$ cat src/rtl/srcb_pkg.sv
package srcb_pkg;
  typedef enum logic [1:0] {
    RSP_IDLE = 2'd0,
    RSP_HIT  = 2'd1,
    RSP_MISS = 2'd2
  } rsp_kind_t;
endpackage

$ cat src/rtl/srcb_window_ctrl.sv
// Window bookkeeping: the base and next row counters, the fetch request
// stream, and the per-slot valid bit and row tag.
module srcb_window_ctrl #(
  parameter int NUM_SLOTS = 4,
  parameter int ROW_W     = 8,
  parameter int NUM_ROWS  = 64,
  parameter int SLOT_W    = 2
) (
  input  logic                            clk,
  input  logic                            rst_n,
  input  logic                            req_ready,
  input  logic                            row_done,
  output logic                            req_valid,
  output logic [ROW_W-1:0]                req_row,
  output logic                            alloc_fire,
  output logic [SLOT_W-1:0]               alloc_slot,
  output logic [NUM_SLOTS-1:0]            slot_valid,
  output logic [NUM_SLOTS-1:0][ROW_W-1:0] slot_tag
);
  localparam int CNT_W = ROW_W + 1;
  localparam logic [CNT_W-1:0] SLOTS_C = CNT_W'(NUM_SLOTS);
  localparam logic [CNT_W-1:0] ROWS_C  = CNT_W'(NUM_ROWS);

  logic [CNT_W-1:0]  base_row;
  logic [CNT_W-1:0]  next_row;
  logic [CNT_W-1:0]  occupancy;
  logic              retire;
  logic [SLOT_W-1:0] base_slot;

  always_comb begin
    occupancy  = next_row - base_row;
    req_valid  = (occupancy < SLOTS_C) && (next_row < ROWS_C);
    req_row    = next_row[ROW_W-1:0];
    alloc_fire = req_valid && req_ready;
    alloc_slot = next_row[SLOT_W-1:0];
    retire     = row_done && (occupancy != '0);
    base_slot  = base_row[SLOT_W-1:0];
  end

  always_ff @(posedge clk) begin
    if (!rst_n) begin
      base_row <= '0;
      next_row <= '0;
    end else begin
      if (alloc_fire) next_row <= next_row + 1'b1;
      if (retire)     base_row <= base_row + 1'b1;
    end
  end

  for (genvar i = 0; i < NUM_SLOTS; i++) begin : g_slot
    always_ff @(posedge clk) begin
      if (!rst_n) begin
        slot_valid[i] <= 1'b0;
        slot_tag[i]   <= '0;
      end else if (alloc_fire && (alloc_slot == SLOT_W'(i))) begin
        slot_valid[i] <= 1'b1;
        slot_tag[i]   <= next_row[ROW_W-1:0];
      end else if (retire && (base_slot == SLOT_W'(i))) begin
        slot_valid[i] <= 1'b0;
      end
    end
  end
endmodule

$ cat src/rtl/srcb_slot_store.sv
// Row data storage, one beat per entry, plus a written-beat mask per slot.
module srcb_slot_store #(
  parameter int NUM_SLOTS = 4,
  parameter int BEATS     = 8,
  parameter int BEAT_W    = 128,
  parameter int SLOT_W    = 2,
  parameter int BIDX_W    = 3
) (
  input  logic                            clk,
  input  logic                            rst_n,
  input  logic                            alloc_fire,
  input  logic [SLOT_W-1:0]               alloc_slot,
  input  logic                            wr_en,
  input  logic [SLOT_W-1:0]               wr_slot,
  input  logic [BIDX_W-1:0]               wr_beat,
  input  logic [BEAT_W-1:0]               wr_data,
  input  logic [SLOT_W-1:0]               rd_slot,
  input  logic [BIDX_W-1:0]               rd_beat,
  output logic [NUM_SLOTS-1:0][BEATS-1:0] beat_mask,
  output logic [BEAT_W-1:0]               rd_beat_data
);
  localparam int ENTRIES = NUM_SLOTS * BEATS;

  logic [BEAT_W-1:0] mem [ENTRIES];

  always_ff @(posedge clk) begin
    if (wr_en) mem[{wr_slot, wr_beat}] <= wr_data;
  end

  assign rd_beat_data = mem[{rd_slot, rd_beat}];

  for (genvar i = 0; i < NUM_SLOTS; i++) begin : g_mask
    always_ff @(posedge clk) begin
      if (!rst_n) begin
        beat_mask[i] <= '0;
      end else if (alloc_fire && (alloc_slot == SLOT_W'(i))) begin
        beat_mask[i] <= '0;
      end else if (wr_en && (wr_slot == SLOT_W'(i))) begin
        beat_mask[i][wr_beat] <= 1'b1;
      end
    end
  end
endmodule

$ cat src/rtl/srcb_read_port.sv
// Hit detection and the registered one-cycle read response.
module srcb_read_port #(
  parameter int NUM_SLOTS = 4,
  parameter int ROW_W     = 8,
  parameter int COL_W     = 6,
  parameter int PIX_W     = 16,
  parameter int BEATS     = 8,
  parameter int BEAT_W    = 128,
  parameter int SLOT_W    = 2,
  parameter int BIDX_W    = 3,
  parameter int PIDX_W    = 3
) (
  input  logic                            clk,
  input  logic                            rst_n,
  input  logic                            rd_valid,
  input  logic [ROW_W-1:0]                rd_row,
  input  logic [COL_W-1:0]                rd_col,
  input  logic [NUM_SLOTS-1:0]            slot_valid,
  input  logic [NUM_SLOTS-1:0][ROW_W-1:0] slot_tag,
  input  logic [NUM_SLOTS-1:0][BEATS-1:0] beat_mask,
  input  logic [BEAT_W-1:0]               beat_data,
  output logic [SLOT_W-1:0]               rd_slot,
  output logic [BIDX_W-1:0]               rd_beat,
  output logic [PIX_W-1:0]                rd_data,
  output logic                            rd_data_valid,
  output logic                            rd_miss
);
  import srcb_pkg::*;

  logic [PIDX_W-1:0] pix_idx;
  logic              hit;
  logic [PIX_W-1:0]  picked;
  rsp_kind_t         rsp_d;
  rsp_kind_t         rsp_q;

  always_comb begin
    rd_slot = rd_row[SLOT_W-1:0];
    rd_beat = rd_col[COL_W-1:PIDX_W];
    pix_idx = rd_col[PIDX_W-1:0];
    hit     = slot_valid[rd_slot] && (slot_tag[rd_slot] == rd_row) &&
              beat_mask[rd_slot][rd_beat];
    picked  = beat_data[pix_idx*PIX_W +: PIX_W];
    if (!rd_valid) rsp_d = RSP_IDLE;
    else if (hit)  rsp_d = RSP_HIT;
    else           rsp_d = RSP_MISS;
  end

  always_ff @(posedge clk) begin
    if (!rst_n) begin
      rsp_q   <= RSP_IDLE;
      rd_data <= '0;
    end else begin
      rsp_q <= rsp_d;
      if (rsp_d == RSP_HIT) rd_data <= picked;
    end
  end

  assign rd_data_valid = (rsp_q == RSP_HIT);
  assign rd_miss       = (rsp_q == RSP_MISS);
endmodule

$ cat src/rtl/sliding_row_cache.sv
module sliding_row_cache #(
  parameter int NUM_SLOTS = 4,
  parameter int ROW_PIX   = 64,
  parameter int PIX_W     = 16,
  parameter int BEAT_W    = 128,
  parameter int ROW_W     = 8,
  parameter int NUM_ROWS  = 64,
  localparam int PIX_PER_BEAT = BEAT_W / PIX_W,
  localparam int BEATS        = ROW_PIX / PIX_PER_BEAT,
  localparam int COL_W        = $clog2(ROW_PIX),
  localparam int BIDX_W       = $clog2(BEATS),
  localparam int PIDX_W       = $clog2(PIX_PER_BEAT),
  localparam int SLOT_W       = $clog2(NUM_SLOTS)
) (
  input  logic              clk,
  input  logic              rst_n,
  output logic              req_valid,
  input  logic              req_ready,
  output logic [ROW_W-1:0]  req_row,
  input  logic              fill_valid,
  output logic              fill_ready,
  input  logic [ROW_W-1:0]  fill_row,
  input  logic [BIDX_W-1:0] fill_beat,
  input  logic [BEAT_W-1:0] fill_data,
  input  logic              row_done,
  input  logic              rd_valid,
  input  logic [ROW_W-1:0]  rd_row,
  input  logic [COL_W-1:0]  rd_col,
  output logic [PIX_W-1:0]  rd_data,
  output logic              rd_data_valid,
  output logic              rd_miss
);
  logic                            alloc_fire;
  logic [SLOT_W-1:0]               alloc_slot;
  logic [NUM_SLOTS-1:0]            slot_valid;
  logic [NUM_SLOTS-1:0][ROW_W-1:0] slot_tag;
  logic [NUM_SLOTS-1:0][BEATS-1:0] beat_mask;
  logic [BEAT_W-1:0]               beat_data;
  logic [SLOT_W-1:0]               fill_slot;
  logic                            wr_en;
  logic [SLOT_W-1:0]               rd_slot;
  logic [BIDX_W-1:0]               rd_beat;

  assign fill_ready = 1'b1;

  always_comb begin
    fill_slot = fill_row[SLOT_W-1:0];
    wr_en     = fill_valid && slot_valid[fill_slot] &&
                (slot_tag[fill_slot] == fill_row);
  end

  srcb_window_ctrl #(
    .NUM_SLOTS(NUM_SLOTS), .ROW_W(ROW_W), .NUM_ROWS(NUM_ROWS), .SLOT_W(SLOT_W)
  ) u_ctrl (
    .clk(clk), .rst_n(rst_n), .req_ready(req_ready), .row_done(row_done),
    .req_valid(req_valid), .req_row(req_row), .alloc_fire(alloc_fire),
    .alloc_slot(alloc_slot), .slot_valid(slot_valid), .slot_tag(slot_tag)
  );

  srcb_slot_store #(
    .NUM_SLOTS(NUM_SLOTS), .BEATS(BEATS), .BEAT_W(BEAT_W),
    .SLOT_W(SLOT_W), .BIDX_W(BIDX_W)
  ) u_store (
    .clk(clk), .rst_n(rst_n), .alloc_fire(alloc_fire), .alloc_slot(alloc_slot),
    .wr_en(wr_en), .wr_slot(fill_slot), .wr_beat(fill_beat), .wr_data(fill_data),
    .rd_slot(rd_slot), .rd_beat(rd_beat), .beat_mask(beat_mask),
    .rd_beat_data(beat_data)
  );

  srcb_read_port #(
    .NUM_SLOTS(NUM_SLOTS), .ROW_W(ROW_W), .COL_W(COL_W), .PIX_W(PIX_W),
    .BEATS(BEATS), .BEAT_W(BEAT_W), .SLOT_W(SLOT_W), .BIDX_W(BIDX_W),
    .PIDX_W(PIDX_W)
  ) u_rd (
    .clk(clk), .rst_n(rst_n), .rd_valid(rd_valid), .rd_row(rd_row),
    .rd_col(rd_col), .slot_valid(slot_valid), .slot_tag(slot_tag),
    .beat_mask(beat_mask), .beat_data(beat_data), .rd_slot(rd_slot),
    .rd_beat(rd_beat), .rd_data(rd_data), .rd_data_valid(rd_data_valid),
    .rd_miss(rd_miss)
  );
endmodule

$ cat config.mk
export PLATFORM = sky130hd
export DESIGN_NAME = sliding_row_cache
export DESIGN_NICKNAME = d
export VERILOG_FILES = /design/src/rtl/srcb_pkg.sv /design/src/rtl/srcb_window_ctrl.sv /design/src/rtl/srcb_slot_store.sv /design/src/rtl/srcb_read_port.sv /design/src/rtl/sliding_row_cache.sv
export SDC_FILE = /design/constraint.sdc
export NUM_CORES = 2
export LEC_CHECK = 0
export BUFFER_PORTS_ARGS = -buffer_cell sky130_fd_sc_hd__buf_2
export CAP_MARGIN = 0
export CORE_ASPECT_RATIO = 1.5
export CORE_MARGIN = 10
export CORE_UTILIZATION = 35
export CTS_BUF_LIST = sky130_fd_sc_hd__clkbuf_4
export DETAILED_ROUTE_END_ITERATION = 8
export PLACE_DENSITY = 0.58
export SETUP_SLACK_MARGIN = 0.2
export SYNTH_ARGS = -nofsm -noshare
export SYNTH_HDL_FRONTEND = slang
export SYNTH_SLANG_ARGS = --single-unit
$ cat constraint.sdc
create_clock -name clk -period 10.7 [get_ports clk]
set_input_delay 2.14 -clock clk [delete_from_list [all_inputs] [get_ports clk]]
set_output_delay 2.14 -clock clk [all_outputs]
set_load 0.005 [all_outputs]
Yosys cells after proc, flatten, opt, wreduce, memory -nomap -nowiden
Memory sizes are Yosys's and may differ from the RTL's.
Index checks and enable logic that the tools add are counted.

storage, ports and cells
  output and inout bits = 28
  bits of input ports = 159
  memories kept = 1
  flip-flop bits (word level) = 104
  word-level logic and storage cells = 105
  memory bits (writable) = 4,096

memories
  name         depth  bits a word  read ports  clocked after Yosys merged registers in  write ports  RTL line               RTL
  u_store.mem  32     128          1           0                                        1            srcb_slot_store.sv:24  logic [BEAT_W-1:0] mem [ENTRIES];

cells by class
  order comparisons = 7
  add/subtract/negate cells = 3
  eq/ne operators = 14
  shift operators = 1
  bitwise gates (word level) = 5
  reductions and logical operators = 32
  mux-type cells = 26

operator list
  cell                                                               number
  indexed part select 128 x 8 -> 16 bit                              1
  binary-select mux 8 bit (select 2 bit)                             3
  bitwise OR 8 bit                                                   4
  2-to-1 mux 8 bit                                                   3
  logical AND 1 bit                                                  20
  adder 9 x 1 -> 9 bit, second input constant                        2
  equality test 8 bit                                                2
  equality test 2 bit, second input constant                         7
  2-to-1 mux 1 bit                                                   14
  equality test 2 x 1 -> 1 bit, second input constant                5
  less-than comparator 9 x 3 -> 1 bit, second input constant         1
  less-than comparator 9 x 7 -> 1 bit, second input constant         1
  nonzero test 9 bit                                                 1
  subtractor 9 bit                                                   1
  less-than comparator 3 x 4 -> 1 bit, second input constant         2
  nonzero test 2 bit                                                 4
  OR reduction 2 bit                                                 4
  zero test 2 bit                                                    3
  less-than comparator 2 x 3 -> 1 bit, second input constant         2
  binary-select mux 1 bit (select 2 bit)                             2
  2-to-1 mux 2 bit                                                   2
  binary-select mux 1 bit (select 3 bit)                             1
  demux 1 bit (select 3 bit)                                         1
  greater-or-equal comparator 3 x 1 -> 1 bit, second input constant  1
  inverter 1 bit                                                     1

Longest topological paths before layout
  word-level depth = 8
  mapped depth = 14
  gate-level depth less buffers = 12

By module
Synthesis repeated with hierarchy kept, for this count alone.

unflattened totals
  cells, all modules = 6,986
  area total of the unflattened synthesis = 159,176.4 µm²

by module, submodules not included
  module             times used  cells an instance  area an instance (µm²)  sequential area each (µm²)
  srcb_slot_store    1           6,454              153,738.7               123,638.6
  srcb_window_ctrl   1           287                2,738.9                 1,081.0
  srcb_read_port     1           220                2,394.8                 360.3
  sliding_row_cache  1           25                 304.0                   0.0

Worst setup path after synthesis
OpenSTA, ideal clock, no wires.

  path type = input-to-reg
  from = in fill_row[0]
  to = mem u_store.mem[13][0], enable pin
  cell stages on the path = 8
  data required time = 10.081 ns
  arrival time = 9.231 ns
  path slack = 0.850 ns
  path through = buf_2 -> buf_2 -> mux4_2 -> xor2_1 -> nor4_1 -> nor2b_1 -> nand2_1 -> nor2_1

on the way
  longest elaborated chain between the ends = 6
  elaborated cells on any way between the ends = 9
  those cells by class = eq/ne (1); mux (6); reduce/logical (2)

ends and longest elaborated chain
  element                                                                                           RTL line                                          RTL
  start: declaration                                                                                sliding_row_cache.sv:22                           input logic [ROW_W-1:0] fill_row,
  binary-select mux 8 bit (select 2 bit) or binary-select mux 1 bit (select 2 bit) (tied branches)  sliding_row_cache.sv:49, sliding_row_cache.sv:48
  2-to-1 mux 8 bit (implied by the code) or 2-to-1 mux 1 bit (tied branches)                        sliding_row_cache.sv:49, sliding_row_cache.sv:48
  equality test 8 bit or logical AND 1 bit (tied branches)                                          sliding_row_cache.sv:49, sliding_row_cache.sv:48
  logical AND 1 bit                                                                                 sliding_row_cache.sv:48                           wr_en = fill_valid && slot_valid[fill_slot] &&
  2-to-1 mux 1 bit                                                                                  srcb_slot_store.sv:27                             if (wr_en) mem[{wr_slot, wr_beat}] <= wr_data;
  2-to-1 mux 1 bit (implied by the code)                                                            srcb_slot_store.sv:27
  end: declaration                                                                                  srcb_slot_store.sv:24

Parallel ways exist; a longest one is shown, timed or not. The select of a mux whose other input is x is not followed.

Worst setup path after layout
  from = reg u_ctrl.next_row[0]
  to = out req_valid

on the way
  longest elaborated chain between the ends = 3
  elaborated cells on any way between the ends = 4
  those cells by class = add/sub (1); order compare (2); reduce/logical (1)

ends and longest elaborated chain
  element                              RTL line                 RTL
  start: declaration                   srcb_window_ctrl.sv:25   logic [CNT_W-1:0] next_row;
  start signal: assignment             srcb_window_ctrl.sv:45   if (alloc_fire) next_row <= next_row + 1'b1;
  subtractor 9 bit                     srcb_window_ctrl.sv:31   occupancy = next_row - base_row;
  less-than comparator 9 x 3 -> 1 bit  srcb_window_ctrl.sv:32   req_valid = (occupancy < SLOTS_C) && (next_row < ROWS_C);
  logical AND 1 bit *                  srcb_window_ctrl.sv:32
  end: declaration                     sliding_row_cache.sv:17  output logic req_valid,

Every way passes the cells marked *; elsewhere a longest branch is shown, timed or not.

==> metrics.md <==
| Metric | Value |
|---|---|
| GPL Wtd Cong | `0.7912` |
| IO Port Bufs | `185` |
| DR WL/cell | `29.39 um` |
| HP Class | `reg -> reg` |
| Drt initial violations | `8084` |
| Max Clock Freq | `145.7 MHz` |
| #FFs+latches synth | `4200` |
| Final ANT Viol Nets | `0` |
| Reg-to-reg endpoint | `u_store.mem[15][82]$_DFFE_PP_` |
| Global-route usage over all layers | `18.29%` |
| Most used DFF post-synth | `edfxtp_1` |
| Outcome | `finished clean` |
| Root buf cell | `clkbuf_4` |
| Number of cells after detailed placement | `14180` |
| Grt ovf | `0` |
| Chip Width | `576.5 um` |
| Crit path launch type | `flip-flop` |
| Largest net degree at the start of global routing | `130` |
| Post-CTS Resized | `0` |
| Cts bufs inserted | `908` |
| Max_cap viols | `0` |
| Min-Delay Path Depth | `1` |
| EDFF count, synth | `4096` |
| Vias in the first global route | `90870` |
| Synthesized area | `162600 um^2` |
| Final max-slew violation count | `0` |
| Antenna violations before repair | `89` |
| Layout cell share with drive strength beyond 1 | `25.94%` |
| Longest Clk Path Bufs | `4` |
| Hold WS | `470.5 ps` |
| RSZ-0062 raised after global routing | `no` |
| First-pass GRT wire length | `659800 um` |
| Tcrit/Tclk final | `64.14%` |
| Post-synthesis async set-or-reset flop share | `0%` |
| Synth cell count leaders | `edfxtp_1, mux2i_1, mux4_2` |
| Initial DRT Pass Iterations | `5` |
| Setup Crit Path Kind | `reg -> out` |
| Post-synthesis cell count | `8128` |
| Clk sink count | `4200` |
| Pleak | `0.05954 uW` |
| Setup TNS Final | `0 ps` |
| Least-Margin Pin Slew | `1325 ps` |
| Filler Cells Inserted | `41700` |
| WP data arrival | `4720 ps` |
| Util after Layout | `39.51%` |
| Fin nets | `9102` |
| Area leader, netlist | `edfxtp_1` |
| Post-synthesis sequential area ratio | `76.93%` |
| Residual DRC count | `0` |
| Post-detail-place hpwl | `261600 um` |
| Min cycle time layout | `6863 ps` |
| I/O Pins | `187` |
| Die ar. | `492800 um^2` |
| Core Region | `462900 um^2` |
| Syn Area/Cell | `20.00 um^2` |
| Layout Cells excl Fill | `15890` |
| Yosys top cell area share | `75.65%` |
| Crit. End Element | `primary output` |
| Vias per Instance | `5.484` |
| Area contributors post-synth | `edfxtp_1, mux4_2, mux2i_1` |
| Synth warnings | `0` |
| Clock Skews | `198.4 ps` |
| Slew Limit Headroom | `11.68%` |
| Min-delay src | `u_store.beat_mask[22]$_SDFFE_PP0P_` |
| Mapped Nets | `8304` |
| Rows | `306` |
| Synth cell types | `78` |
| Vias | `87160` |
| CTS tree | `done` |
| Min-Delay Endpoint | `u_store.beat_mask[22]$_SDFFE_PP0P_` |
| H-tree depth | `6` |
| Final setup fails | `0` |
| Reg2reg setup slack | `5540 ps` |
| Hold bufs inserted after CTS | `0` |
| Die height | `854.8 um` |
| R2r worst-path depth | `9` |
| Final Hold Violating Endpoints | `0` |
| Reg2reg start | `u_ctrl.slot_tag[23]$_SDFFE_PN0P_` |
| Aggregate routed wire length | `467100 um` |
| Pwr/cell area | `175.5 nW/um^2` |
| Critical Path RT | `8560 ps` |
| Top-count cell post-synth | `edfxtp_1` |
| Starting density of the core | `35.13%` |
| Peak VDD IR | `0.0001638 V` |
| # Post-CTS Setup Buffers | `0` |
| Later-pin clock latency in the skew report | `1580 ps` |
| CTS clk-pin slew, worst paths | `70 ps` |
| Area growth, synth to finish | `12.49%` |
| Critical path fanouts, max | `9` |
worst max-delay path by stage:
stage	startpoint	endpoint	slack [ps]	depth (start not counted)
global route	u_ctrl.next_row[0]$_SDFFE_PN0N_	req_valid	3520	12
CTS	u_ctrl.next_row[0]$_SDFFE_PN0N_	req_valid	3650	12
global placement	fill_row[0]	u_store.mem[10][76]$_DFFE_PP_	3280	9
detailed placement	fill_row[0]	u_store.mem[15][100]$_DFFE_PP_	3470	10
floorplan	fill_row[0]	u_store.mem[13][0]$_DFFE_PP_	850	8
finish	u_ctrl.next_row[0]$_SDFFE_PN0N_	req_valid	3840	12
through the flow:
stage,setup WS (ps),total power (uW),instance area [um^2]
finish,3837,32100,182900
global route,3521,33310,182800
CTS,3652,32420,182700
detailed placement,3472,20100,170800
global placement,3276,20060,170800
floorplan,849.8,19400,162600
critical path, cell delays in order (launching register included):
cell     delay [ps]
dfxtp_1         580
inv_1           210
ha_1            260
inv_1            70
fa_1            220
a21o_1          140
a21oi_1          60
nor2_1          210
mux2i_1         170
nor4b_4         600
nand2_1         120
nor4_1          310
buf_2           200
registers in the layout, indices dropped and copies added (netlist names):
register           flops
u_ctrl.base_row        9
u_ctrl.next_row        9
u_ctrl.slot_tag       32
u_ctrl.slot_valid      4
u_rd.rd_data          16
u_rd.rsp_q             2
u_store.beat_mask     32
u_store.mem         4096
layout by cell type (no fill, tap or decap), types with 26 or more instances in the layout:
master,count
edfxtp_1,4096
clkbuf_4,1352
mux2i_1,990
mux4_2,558
o221ai_1,387
a21oi_1,239
clkinv_1,207
o22ai_1,200
buf_2,181
o21ai_0,176
nor2_1,163
buf_4,158
dfxtp_1,104
nor3_1,95
nand2_1,87
diode_2,77
a211oi_1,63
nand3_1,53
buf_12,42
mux2_2,38
nand4_1,35
nor2_4,32
clkinv_2,31
a2111oi_0,26
metal layers:
layer	vias to the layer above	part of all wire, %	track usage, %
met5	-	0.10	0
met3	892	6.8	3.520
met2	3720	52	32.53
met1	46070	37	21.79
li1	36410	-	-
met4	74	3.9	7.284
layout make-up:
class	instances	area (um^2)	area share, %
flip-flops and latches	4200	125100	68.39
multi-input cells	3413	34990	19.13
clock buffers	1352	10150	5.549
well taps	6160	7707	4.214
repair buffers	384	2978	1.628
clock inverters	289	1715	0.9379
diodes	77	192.7	0.1054
inverters	19	78.83	0.04310
power by group:
group | switching, uW | leakage (uW) | total [uW] | internal (uW)
combinational | 1140 | 0.0149 | 1690 | 547
clock | 6140 | 0.00704 | 12400 | 6230
sequential | 13.5 | 0.0376 | 18000 | 18000
total | 7290 | 0.0595 | 32100 | 24800
cell families (layout without fill, tap and decap cells):
logic type / after synthesis / in the layout / share of synthesized area (%)
AO/OA/AOI/OAI: 1196 / 1196 / 5.155
XOR/XNOR: 20 / 20 / 0.1124
adder cells (fa/ha/maj): 17 / 17 / 0.1354
buffers and inverters: 515 / 2044 / 1.721
flip-flops: 4200 / 4200 / 76.93
multiplexers: 1586 / 1586 / 14.09
other: 1 / 78 / 0.002306
AND/OR/NAND/NOR: 593 / 593 / 1.859
Power figures use the tool's default switching activity.
